<file path="src/rtl/irq_pc_pkg.sv">
package irq_pc_pkg;
    typedef enum logic {
        MAIN_PC    = 1'b0,
        SERVICE_PC = 1'b1
    } pc_state_t;
endpackage

</file>
<file path="src/rtl/irq_slot_prio.sv">
module irq_slot_prio #(
    parameter int NUM_SLOTS = 8,
    localparam int SLOT_W = (NUM_SLOTS > 1) ? $clog2(NUM_SLOTS) : 1
) (
    input  logic [NUM_SLOTS-1:0] req,
    output logic                 any,
    output logic [SLOT_W-1:0]    idx
);
    // Scan from the top down so the lowest requesting slot is written last.
    always_comb begin
        idx = '0;
        for (int s = NUM_SLOTS - 1; s >= 0; s--) begin
            if (req[s]) begin
                idx = SLOT_W'(s);
            end
        end
    end

    assign any = |req;
endmodule

</file>
<file path="src/rtl/irq_enable_gate.sv">
module irq_enable_gate (
    input  logic clk,
    input  logic rst_n,
    input  logic en_stb,
    input  logic dis_stb,
    output logic ien
);
    always_ff @(posedge clk or negedge rst_n) begin
        if (!rst_n) begin
            ien <= 1'b0;
        end else if (dis_stb) begin
            ien <= 1'b0;
        end else if (en_stb) begin
            ien <= 1'b1;
        end
    end

    p_dis_wins_r9: assert property (@(posedge clk) disable iff (!rst_n)
        dis_stb |=> !ien);
    p_en_sets_r9: assert property (@(posedge clk) disable iff (!rst_n)
        (en_stb && !dis_stb) |=> ien);
endmodule

</file>
<file path="src/rtl/irq_pc_fsm.sv">
module irq_pc_fsm
    import irq_pc_pkg::*;
#(
    parameter int SLOT_W    = 3,
    parameter int REG_IDX_W = 3,
    parameter int MAIN_REG  = 7,
    parameter int SVC_REG   = 6
) (
    input  logic                 clk,
    input  logic                 rst_n,
    input  logic                 ien,
    input  logic                 req_any,
    input  logic [SLOT_W-1:0]    req_idx,
    input  logic                 fetch_bnd,
    input  logic                 clr_stb,
    output logic [REG_IDX_W-1:0] pc_sel,
    output logic [SLOT_W-1:0]    win_slot
);
    pc_state_t state_q, state_d;
    logic      take;

    assign take = ien && req_any && fetch_bnd;

    // Next-state decision
    always_comb begin
        state_d = state_q;
        unique case (state_q)
            MAIN_PC:    if (take)    state_d = SERVICE_PC;
            SERVICE_PC: if (clr_stb) state_d = MAIN_PC;
            default:                 state_d = MAIN_PC;
        endcase
    end

    // State register and winner latch
    always_ff @(posedge clk or negedge rst_n) begin
        if (!rst_n) begin
            state_q  <= MAIN_PC;
            win_slot <= '0;
        end else begin
            state_q <= state_d;
            if (state_q == MAIN_PC && take) begin
                win_slot <= req_idx;
            end
        end
    end

    // Output decode
    always_comb begin
        unique case (state_q)
            SERVICE_PC: pc_sel = REG_IDX_W'(SVC_REG);
            default:    pc_sel = REG_IDX_W'(MAIN_REG);
        endcase
    end

    p_take_r2: assert property (@(posedge clk) disable iff (!rst_n)
        (pc_sel == REG_IDX_W'(MAIN_REG) && ien && req_any && fetch_bnd)
        |=> pc_sel == REG_IDX_W'(SVC_REG));
    p_no_bnd_r3: assert property (@(posedge clk) disable iff (!rst_n)
        (pc_sel == REG_IDX_W'(MAIN_REG) && !fetch_bnd)
        |=> pc_sel == REG_IDX_W'(MAIN_REG));
    p_disabled_r4: assert property (@(posedge clk) disable iff (!rst_n)
        (pc_sel == REG_IDX_W'(MAIN_REG) && !ien)
        |=> pc_sel == REG_IDX_W'(MAIN_REG));
    p_hold_svc_r6: assert property (@(posedge clk) disable iff (!rst_n)
        (pc_sel == REG_IDX_W'(SVC_REG) && !clr_stb)
        |=> (pc_sel == REG_IDX_W'(SVC_REG) && $stable(win_slot)));
    p_return_r7: assert property (@(posedge clk) disable iff (!rst_n)
        (pc_sel == REG_IDX_W'(SVC_REG) && clr_stb)
        |=> pc_sel == REG_IDX_W'(MAIN_REG));
    p_keep_slot_r10: assert property (@(posedge clk) disable iff (!rst_n)
        (pc_sel == REG_IDX_W'(MAIN_REG) && !take) |=> $stable(win_slot));
endmodule

</file>
<file path="src/rtl/irq_pc_switch.sv">
module irq_pc_switch #(
    parameter int NUM_SLOTS = 8,
    parameter int REG_IDX_W = 3,
    parameter int MAIN_REG  = 7,
    parameter int SVC_REG   = 6,
    localparam int SLOT_W = (NUM_SLOTS > 1) ? $clog2(NUM_SLOTS) : 1
) (
    input  logic                 clk,
    input  logic                 rst_n,
    input  logic [NUM_SLOTS-1:0] slot_req,
    input  logic                 irq_en_stb,
    input  logic                 irq_dis_stb,
    input  logic                 irq_clr_stb,
    input  logic                 fetch_bnd,
    output logic [REG_IDX_W-1:0] pc_sel,
    output logic [SLOT_W-1:0]    win_slot
);
    logic              req_any;
    logic [SLOT_W-1:0] req_idx;
    logic              ien;
    logic [NUM_SLOTS-1:0] below_mask;

    irq_slot_prio #(.NUM_SLOTS(NUM_SLOTS)) u_prio (
        .req (slot_req),
        .any (req_any),
        .idx (req_idx)
    );

    irq_enable_gate u_gate (
        .clk     (clk),
        .rst_n   (rst_n),
        .en_stb  (irq_en_stb),
        .dis_stb (irq_dis_stb),
        .ien     (ien)
    );

    irq_pc_fsm #(
        .SLOT_W    (SLOT_W),
        .REG_IDX_W (REG_IDX_W),
        .MAIN_REG  (MAIN_REG),
        .SVC_REG   (SVC_REG)
    ) u_fsm (
        .clk       (clk),
        .rst_n     (rst_n),
        .ien       (ien),
        .req_any   (req_any),
        .req_idx   (req_idx),
        .fetch_bnd (fetch_bnd),
        .clr_stb   (irq_clr_stb),
        .pc_sel    (pc_sel),
        .win_slot  (win_slot)
    );

    assign below_mask = (NUM_SLOTS'(1) << req_idx) - NUM_SLOTS'(1);

    // The encoder result must name a requesting slot with none below it.
    p_lowest_wins_r5: assert property (@(posedge clk) disable iff (!rst_n)
        req_any |-> (slot_req[req_idx] && ((slot_req & below_mask) == '0)));
endmodule

</file>
<file path="config.mk">
export PLATFORM = sky130hd
export DESIGN_NAME = irq_pc_switch
export DESIGN_NICKNAME = d
export VERILOG_FILES = /design/src/rtl/irq_pc_pkg.sv /design/src/rtl/irq_slot_prio.sv /design/src/rtl/irq_enable_gate.sv /design/src/rtl/irq_pc_fsm.sv /design/src/rtl/irq_pc_switch.sv
export SDC_FILE = /design/constraint.sdc
export NUM_CORES = 1
export LEC_CHECK = 0
export BUFFER_PORTS_ARGS = -buffer_cell sky130_fd_sc_hd__buf_4
export CORE_AREA = 5 5 42 44
export DETAILED_ROUTE_END_ITERATION = 8
export DIE_AREA = 0 0 47 49
export PLACE_DENSITY_LB_ADDON = 0.1
export SLEW_MARGIN = 20
export SYNTH_ARGS = -nofsm -noshare
export SYNTH_HDL_FRONTEND = slang
export SYNTH_SLANG_ARGS = --single-unit
</file>
<file path="constraint.sdc">
create_clock -name clk -period 2.7 [get_ports clk]
set_input_delay 0.405 -clock clk [delete_from_list [all_inputs] [get_ports clk]]
set_output_delay 0.405 -clock clk [all_outputs]
set_load 0.02 [all_outputs]
</file>
==> impl_results.md, run 1 <==
* Clock Sinks at 5
* Syn avg cell area at 9.63 sq um
* Vias at 289
* Reg2reg start: u_fsm.state_q$_DFF_PN0_
* Synth unique cells at 16
* Final non-filler cell total at 67
* Reg area at 125 sq um
* R2R cell count at 3
* Setup slack, reg-to-reg at 1.48 ns
* Diode count at 0
* Gr usage total at 0.0793
* Drt total wl at 767 um
* Final hold viol count at 0
* Area of the core at 1400 sq um
* Adder-cell share of the synthesized area at 0
* Hold_sp: irq_dis_stb
* Yosys warns at 0
* Num ports at 20
* Worst min path class: in -> reg
* H-tree level count at 1
* Min-Delay Endpoint: u_gate.ien$_DFFE_PN0P_
* Maximum VDD drop at 0.258 mV
* Die H at 49 um
* Compound-Gate Fraction of Synth Area at 0.190
* Drt first pass iters at 2
* RSZ-0062 raised after global routing: no
* Post-CTS setup buffer count at 0
* Worst EP required at 2.82 ns
* PostCTS Resize Cnt at 0
* Synth Area in Simple Gates at 0.234
* Setup TNS at 0 ns
* Post-Layout Inst Area at 462 sq um
* Post-Syn Instances at 30
* Vias/cell at 4.31
* Root buffer cell: clkbuf_4
* Max Cap Violations at 0
* Power per cell area at 564 nW/um^2
* Clock Path Buffers at 2
* Syn Std Cell Area at 289 sq um
* Synth-to-Final Area Change at 59.7%
* Vias in the first global route at 303
* Crit-path max FO at 4
* DRC at 0
* Largest net degree at the start of global routing at 6
* Crit end category: register
* Placement Rows at 14
* Yosys reg bits at 5
* Setup crit start kind: primary input
* Post-Synth XOR/XNOR Area at 0
* Hold Path Depth at 2
* Post-route ant nets at 0
* Die X at 47 um
* Post-synthesis mux area share at 0.0519
* DRC marker count from the first detailed-route iteration at 1
* Status: completed
* First-pass GRT wire length at 1260 um
* Placement Cell Area at 425 sq um
* Wire per inst at 11.4 um
* Die area at 2300 sq um
* Clock transition at path regs at 0.04 ns
* CTS Buf Count at 3
* Leak at 0.225 nW
* Crit Path Class: in -> reg
* Fraction of layout cells with a size suffix above 1 at 0.471
* F_max at 679 MHz
* Initial antenna violation count at 0
* Worst r2r dst: u_fsm.win_slot[1]$_DFFE_PN0P_
* Final GP Congestion at 0.665
* Clk_skew at 0.00243 ns
* CTS tree: done
* Clk_lat worst skew at 0.24 ns
* Multi-input logic area at 145 sq um
* Placed Instances at 62
* Total congestion overflow at 0
* Initial core utilization at 0.206
* Combinational family with the most area after synthesis: simple AND/OR/NAND/NOR gates
* Setup-failing EPs final at 0
* PortBufs at 17
* Max Slew Vio Count at 0
* Period utilization at 0.546
* Final net count at 66
* Worst Path Arrival at 1.59 ns
* Fin crit period at 1.47 ns
* Post-synthesis sequential area ratio at 0.433
* Fill count at 167
-- report_power, final --
part / internal (mW) / total (mW) / switching [mW] / leakage (nW)
combinational: 0.0413 / 0.0816 / 0.0403 / 0.147
clock: 0.0558 / 0.0851 / 0.0293 / 0.0150
sequential: 0.0877 / 0.0939 / 0.00618 / 0.0631
total: 0.185 / 0.261 / 0.0758 / 0.225
-- registers in the layout, indices dropped and copies added, names as in the netlist --
name and count:
u_fsm.state_q 1, u_gate.ien 1, u_fsm.win_slot 3
-- placed cells by master (no fill, tap or decap) --
| cell type | count |
|---|---|
| a21oi_1 | 3 |
| o21ai_0 | 2 |
| clkbuf_1 | 1 |
| and3b_1 | 1 |
| or4_4 | 2 |
| buf_4 | 17 |
| inv_1 | 2 |
| mux2_4 | 1 |
| nand2_1 | 1 |
| clkbuf_4 | 3 |
| o41ai_1 | 1 |
| o21ai_1 | 1 |
| dfrtp_1 | 5 |
| nor2b_1 | 1 |
| nor2_1 | 3 |
| o21ai_4 | 1 |
| conb_1 | 2 |
| nor3_1 | 3 |
| dlygate4sd3_1 | 1 |
-- worst max-delay path by stage --
stage                      from                             to  slack [ns]  depth (start not counted)
CTS                 slot_req[3]  u_fsm.win_slot[0]$_DFFE_PN0P_        1.23                          4
floorplan           slot_req[3]  u_fsm.win_slot[0]$_DFFE_PN0P_        1.14                          3
global placement    slot_req[3]  u_fsm.win_slot[0]$_DFFE_PN0P_        0.99                          4
finish              slot_req[3]  u_fsm.win_slot[0]$_DFFE_PN0P_        1.23                          4
detailed placement  slot_req[3]  u_fsm.win_slot[0]$_DFFE_PN0P_        0.98                          4
global route        slot_req[3]  u_fsm.win_slot[0]$_DFFE_PN0P_        1.21                          4
-- through the flow --
stage	worst slack (ns)	hold slack [ns]	util	total power, mW
2_1_floorplan	1.14	0.109	-	0.136
3_3_place_gp	0.988	0.208	0.304	0.176
3_5_place_dp	0.980	0.209	0.304	0.176
4_1_cts	1.23	0.300	0.329	0.268
5_1_grt	1.21	0.303	0.329	0.280
6_report	1.23	0.312	0.329	0.261
-- critical path: stages --
cell     delay (ns)
buf_4          0.12
or4_4          0.55
o21ai_4        0.21
mux2_4         0.32
-- final cells by class --
| type | count | area share |
|---|---|---|
| tap | 16 | 0.0434 |
| timing repair buffer | 18 | 0.298 |
| sequential | 5 | 0.271 |
| inverter | 2 | 0.0163 |
| clock buffer | 4 | 0.0569 |
| multi-input combinational | 22 | 0.314 |
-- cells in the mapped netlist --
cell / instances / area, sq um
nor2b_1: 1 / 6.26
nor2_1: 3 / 11.3
buf_4: 2 / 15.0
dfrtp_1: 5 / 125
conb_1: 1 / 3.75
o21ai_4: 1 / 16.3
a21oi_1: 3 / 15.0
o21ai_1: 1 / 5.00
mux2_4: 1 / 15.0
o41ai_1: 1 / 8.76
o21ai_0: 2 / 10.0
or4_4: 2 / 22.5
and3b_1: 1 / 8.76
inv_1: 2 / 7.51
nand2_1: 1 / 3.75
nor3_1: 3 / 15.0
-- per-layer routing --
metal / GRT usage / part of all wire
met5: 0 / 0
met4: 0.0691 / 0.012
met3: 0.0332 / 0.12
met2: 0.111 / 0.48
met1: 0.0871 / 0.38
-- kinds of logic after synthesis --
family / Yosys count
AO/OA/AOI/OAI: 8
buffers and inverters: 4
other: 1
AND/OR/NAND/NOR: 11
flip-flops: 5
multiplexers: 1
-- timing repair --
item / in CTS / in global routing
hold buffers: 1 / 0
hold endpoints to repair: 5 / 0
setup endpoints to repair: 0 / 0
Note: power is estimated with default switching activity, not from simulation.
==> inputs of run 2 (changes only) <==
- ABC_AREA: not set -> 1
- clock period: 2.7 -> 1.5 ns (I/O delays scaled with it)
==> run 2 against run 1 <==
  * Global-route usage is 0.36 points lower
  * Design area is 8.1% higher
  * First-iteration DRC count grew to 3.0 times the previous value
  * Highest routed layer is now met3
  * Sequential share of layout area is 2.0 points lower
  * Hold slack worse by 0.17 ns
  * Critical endpoint is now pc_sel[0]
==> impl_results.md, run 2 <==
* Status: completed (unchanged)
* Max Slew Vio Count at 0 (unchanged)
* Synth unique cells at 16 (unchanged)
* Place WS at 0.519 ns (was 0.980 ns)
* Post-Layout Inst Area at 499 sq um (was 462 sq um)
* R2R cell count at 6 (was 3)
* Period utilization at 0.680
* Num ports at 20 (unchanged)
* Fin Hold WS at 0.141 ns (was 0.312 ns)
* Initial core utilization at 0.233 (was 0.206)
* Setup-failing EPs final at 0 (unchanged)
* DRC marker count from the first detailed-route iteration at 3 (was 1)
* Root buffer cell: clkbuf_4 (unchanged)
* Final hold viol count at 0 (unchanged)
* Initial antenna violation count at 0 (unchanged)
* Final core occ at 0.356 (was 0.329)
* Crit-path max FO at 3 (was 4)
* HPWL after detailed placement at 657 um
* F_max at 981 MHz
* Synth area leader: dfrtp_1 (unchanged)
* Clock Sinks at 5 (unchanged)
* Count leader, synth: nand2_1 (was dfrtp_1)
* Post-Syn Instances at 47 (was 30)
* Syn avg cell area at 6.95 sq um (was 9.63 sq um)
* Hold_sp: irq_dis_stb (unchanged)
* Synth top area cells: dfrtp_1, nand2_1, nor2_2, inv_1, nand2_2 (was dfrtp_1, or4_4, o21ai_4, a21oi_1, nor3_1)
* Post-synthesis sequential area ratio at 0.383 (was 0.433)
* Crit-path max cell delay at 0.36 ns (was 0.55 ns)
* Crit path cell chain: inv_2 -> buf_4 (was buf_4 -> or4_4 -> o21ai_4 -> mux2_4)
* Diode count at 0 (unchanged)
* CTS tree: done (unchanged)
* Top FF cell, synth: dfrtp_1 (unchanged)
* Post-route ant nets at 0 (unchanged)
* Vias in the first global route at 314 (was 303)
* Fin crit period at 1.02 ns
* Placed Instances at 79 (was 62)
* Leak at 0.280 nW (was 0.225 nW)
* Area share of the largest cell type after synthesis at 0.383 (was 0.433)
* Power per cell area at 901 nW/um^2 (was 564 nW/um^2)
* Worst min path class: in -> reg (unchanged)
* Setup slack, reg-to-reg at 0.51 ns (was 1.48 ns)
* Clk_lat worst skew at 0.23 ns (was 0.24 ns)
* Largest regs: u_fsm.win_slot: 3 flops, u_fsm.state_q: 1 flops, u_gate.ien: 1 flops (unchanged)
* Gr usage total at 0.0756 (was 0.0793)
* Largest register by flop count: u_fsm.win_slot (unchanged)
* Total Power at 0.450 mW (was 0.261 mW)
* Synth-to-Final Area Change at 52.9% (was 59.7%)
* First-pass GRT wire length at 1280 um (was 1260 um)
* Wire per inst at 9.14 um (was 11.4 um)
* Maximum VDD drop at 0.444 mV (was 0.258 mV)
* Largest net degree at the start of global routing at 6 (unchanged)
* DRC at 0 (unchanged)
* Clock transition at path regs at 0.04 ns (about the same)
* Post-synth top cells: nand2_1, inv_1, dfrtp_1 (was dfrtp_1, a21oi_1, nor2_1, nor3_1)
* Vias at 313 (was 289)
* Fraction of layout cells with a size suffix above 1 at 0.441 (was 0.471)
* Worst EP required at 1.27 ns (was 2.82 ns)
* CTS Buf Count at 3 (unchanged)
* Setup TNS at 0 ns (unchanged)
* Die area at 2300 sq um (unchanged)
* Setup crit start kind: register (was primary input)
* Worst r2r dst: u_fsm.win_slot[1]$_DFFE_PN0P_ (unchanged)
* Final net count at 83 (was 66)
* Post-layout worst setup margin at 0.480 ns (was 1.23 ns)
* Drt first pass iters at 2 (unchanged)
* Worst Path Arrival at 0.79 ns (was 1.59 ns)
* Most frequent cells in the layout: buf_4, nand2_1, inv_1, dfrtp_1, nor2_2 (was buf_4, dfrtp_1)
* Yosys reg bits at 5 (unchanged)
* H-tree level count at 1 (unchanged)
* Hold Path Depth at 2 (unchanged)
* Drt total wl at 768 um (was 767 um)
* Asr flop ratio synth at 1.00 (unchanged)
* Min-Delay Endpoint: u_gate.ien$_DFFE_PN0P_ (unchanged)
* Final GP Congestion at 0.668 (was 0.665)
* Crit end category: primary output (was register)
* Vias/cell at 3.73 (was 4.31)
* PortBufs at 17 (unchanged)
* Max reg flops at 3 (unchanged)
* Total congestion overflow at 0 (unchanged)
* Slowest-stage cell, CP: dfrtp_1 (was or4_4)
* Max Cap Violations at 0 (unchanged)
* Area of the core at 1400 sq um (unchanged)
* Reg2reg start: u_gate.ien$_DFFE_PN0P_ (was u_fsm.state_q$_DFF_PN0_)
* Clock Path Buffers at 2 (unchanged)
* Die H at 49 um (unchanged)
* Placement Cell Area at 463 sq um (was 425 sq um)
* Post-synth EDFFs at 0 (unchanged)
* Crit Path Class: reg -> out (was in -> reg)
* Syn Std Cell Area at 327 sq um (was 289 sq um)
* RSZ-0062 raised after global routing: no (unchanged)
* Clk_skew at 0.000622 ns (was 0.00243 ns)
* Final non-filler cell total at 84 (was 67)
* Commonest non-fill, non-tap cell in the layout: buf_4 (unchanged)
* PostCTS Resize Cnt at 0 (unchanged)
* Placement Rows at 14 (unchanged)
* Yosys warns at 0 (unchanged)
* Die X at 47 um (unchanged)
[run 2: cell types whose count changed in the layout (fill, tap and decap cells not counted), sizes merged, moves of 2 or more]
cell	before	now
nor3	3	1
inv	2	7
nand2	1	15
nor2	3	7
o21ai	4	1
or4	2	0
nand3	0	4
[run 2: power breakdown]
group | switching [mW] | internal (mW) | total, mW
combinational | 0.0735 | 0.0649 | 0.138
sequential | 0.0101 | 0.155 | 0.165
clock | 0.0463 | 0.100 | 0.146
total | 0.130 | 0.320 | 0.450
[run 2: area by class of cell]
class                           instances  area [sq um]
Multi-Input combinational cell         33           159
Inverter                                8          31.3
Timing Repair Buffer                   18           138
Clock buffer                            4          26.3
Fill cell                             168           902
Sequential cell                         5           125
Tap cell                               16          20.0
[run 2: repair_timing]
item,4_1_cts,5_1_grt
hold endpoints to repair,5,0
buffers inserted,0,0
hold buffers,1,0
[run 2: per-layer routing]
layer,up-vias,wire length (um),global-route usage
li1,179,-,-
met3,0,41,0.0111
met5,-,0,0
met4,0,0,0.0415
met1,127,344,0.104
met2,7,383,0.109
[run 2: worst max path at each step]
stage                                       start                       endpoint  slack [ns]  cells after the start
after global placement                slot_req[4]  u_fsm.win_slot[0]$_DFFE_PN0P_        0.51                      7
after CTS                 u_fsm.state_q$_DFF_PN0_                      pc_sel[0]        0.47                      2
after global routing       u_gate.ien$_DFFE_PN0P_  u_fsm.win_slot[1]$_DFFE_PN0P_        0.41                      6
final                     u_fsm.state_q$_DFF_PN0_                      pc_sel[0]        0.48                      2
after floorplan           u_fsm.state_q$_DFF_PN0_  u_fsm.win_slot[1]$_DFFE_PN0P_        0.56                      6
after detailed placement              slot_req[4]  u_fsm.win_slot[0]$_DFFE_PN0P_        0.52                      7
[run 2: cell families after synthesis]
family	after synthesis	synth area share
buffers and inverters	10	0.142
flip-flops	5	0.383
AND/OR/NAND/NOR	27	0.398
AO/OA/AOI/OAI	4	0.0651
other	1	0.0115
[run 2: worst max-delay path, delay by kind of cell (launching register included)]
| family | cells | cell delay (ns) |
|---|---|---|
| DFF | 1 | 0.36 |
| buffers and inverters | 2 | 0.20 |
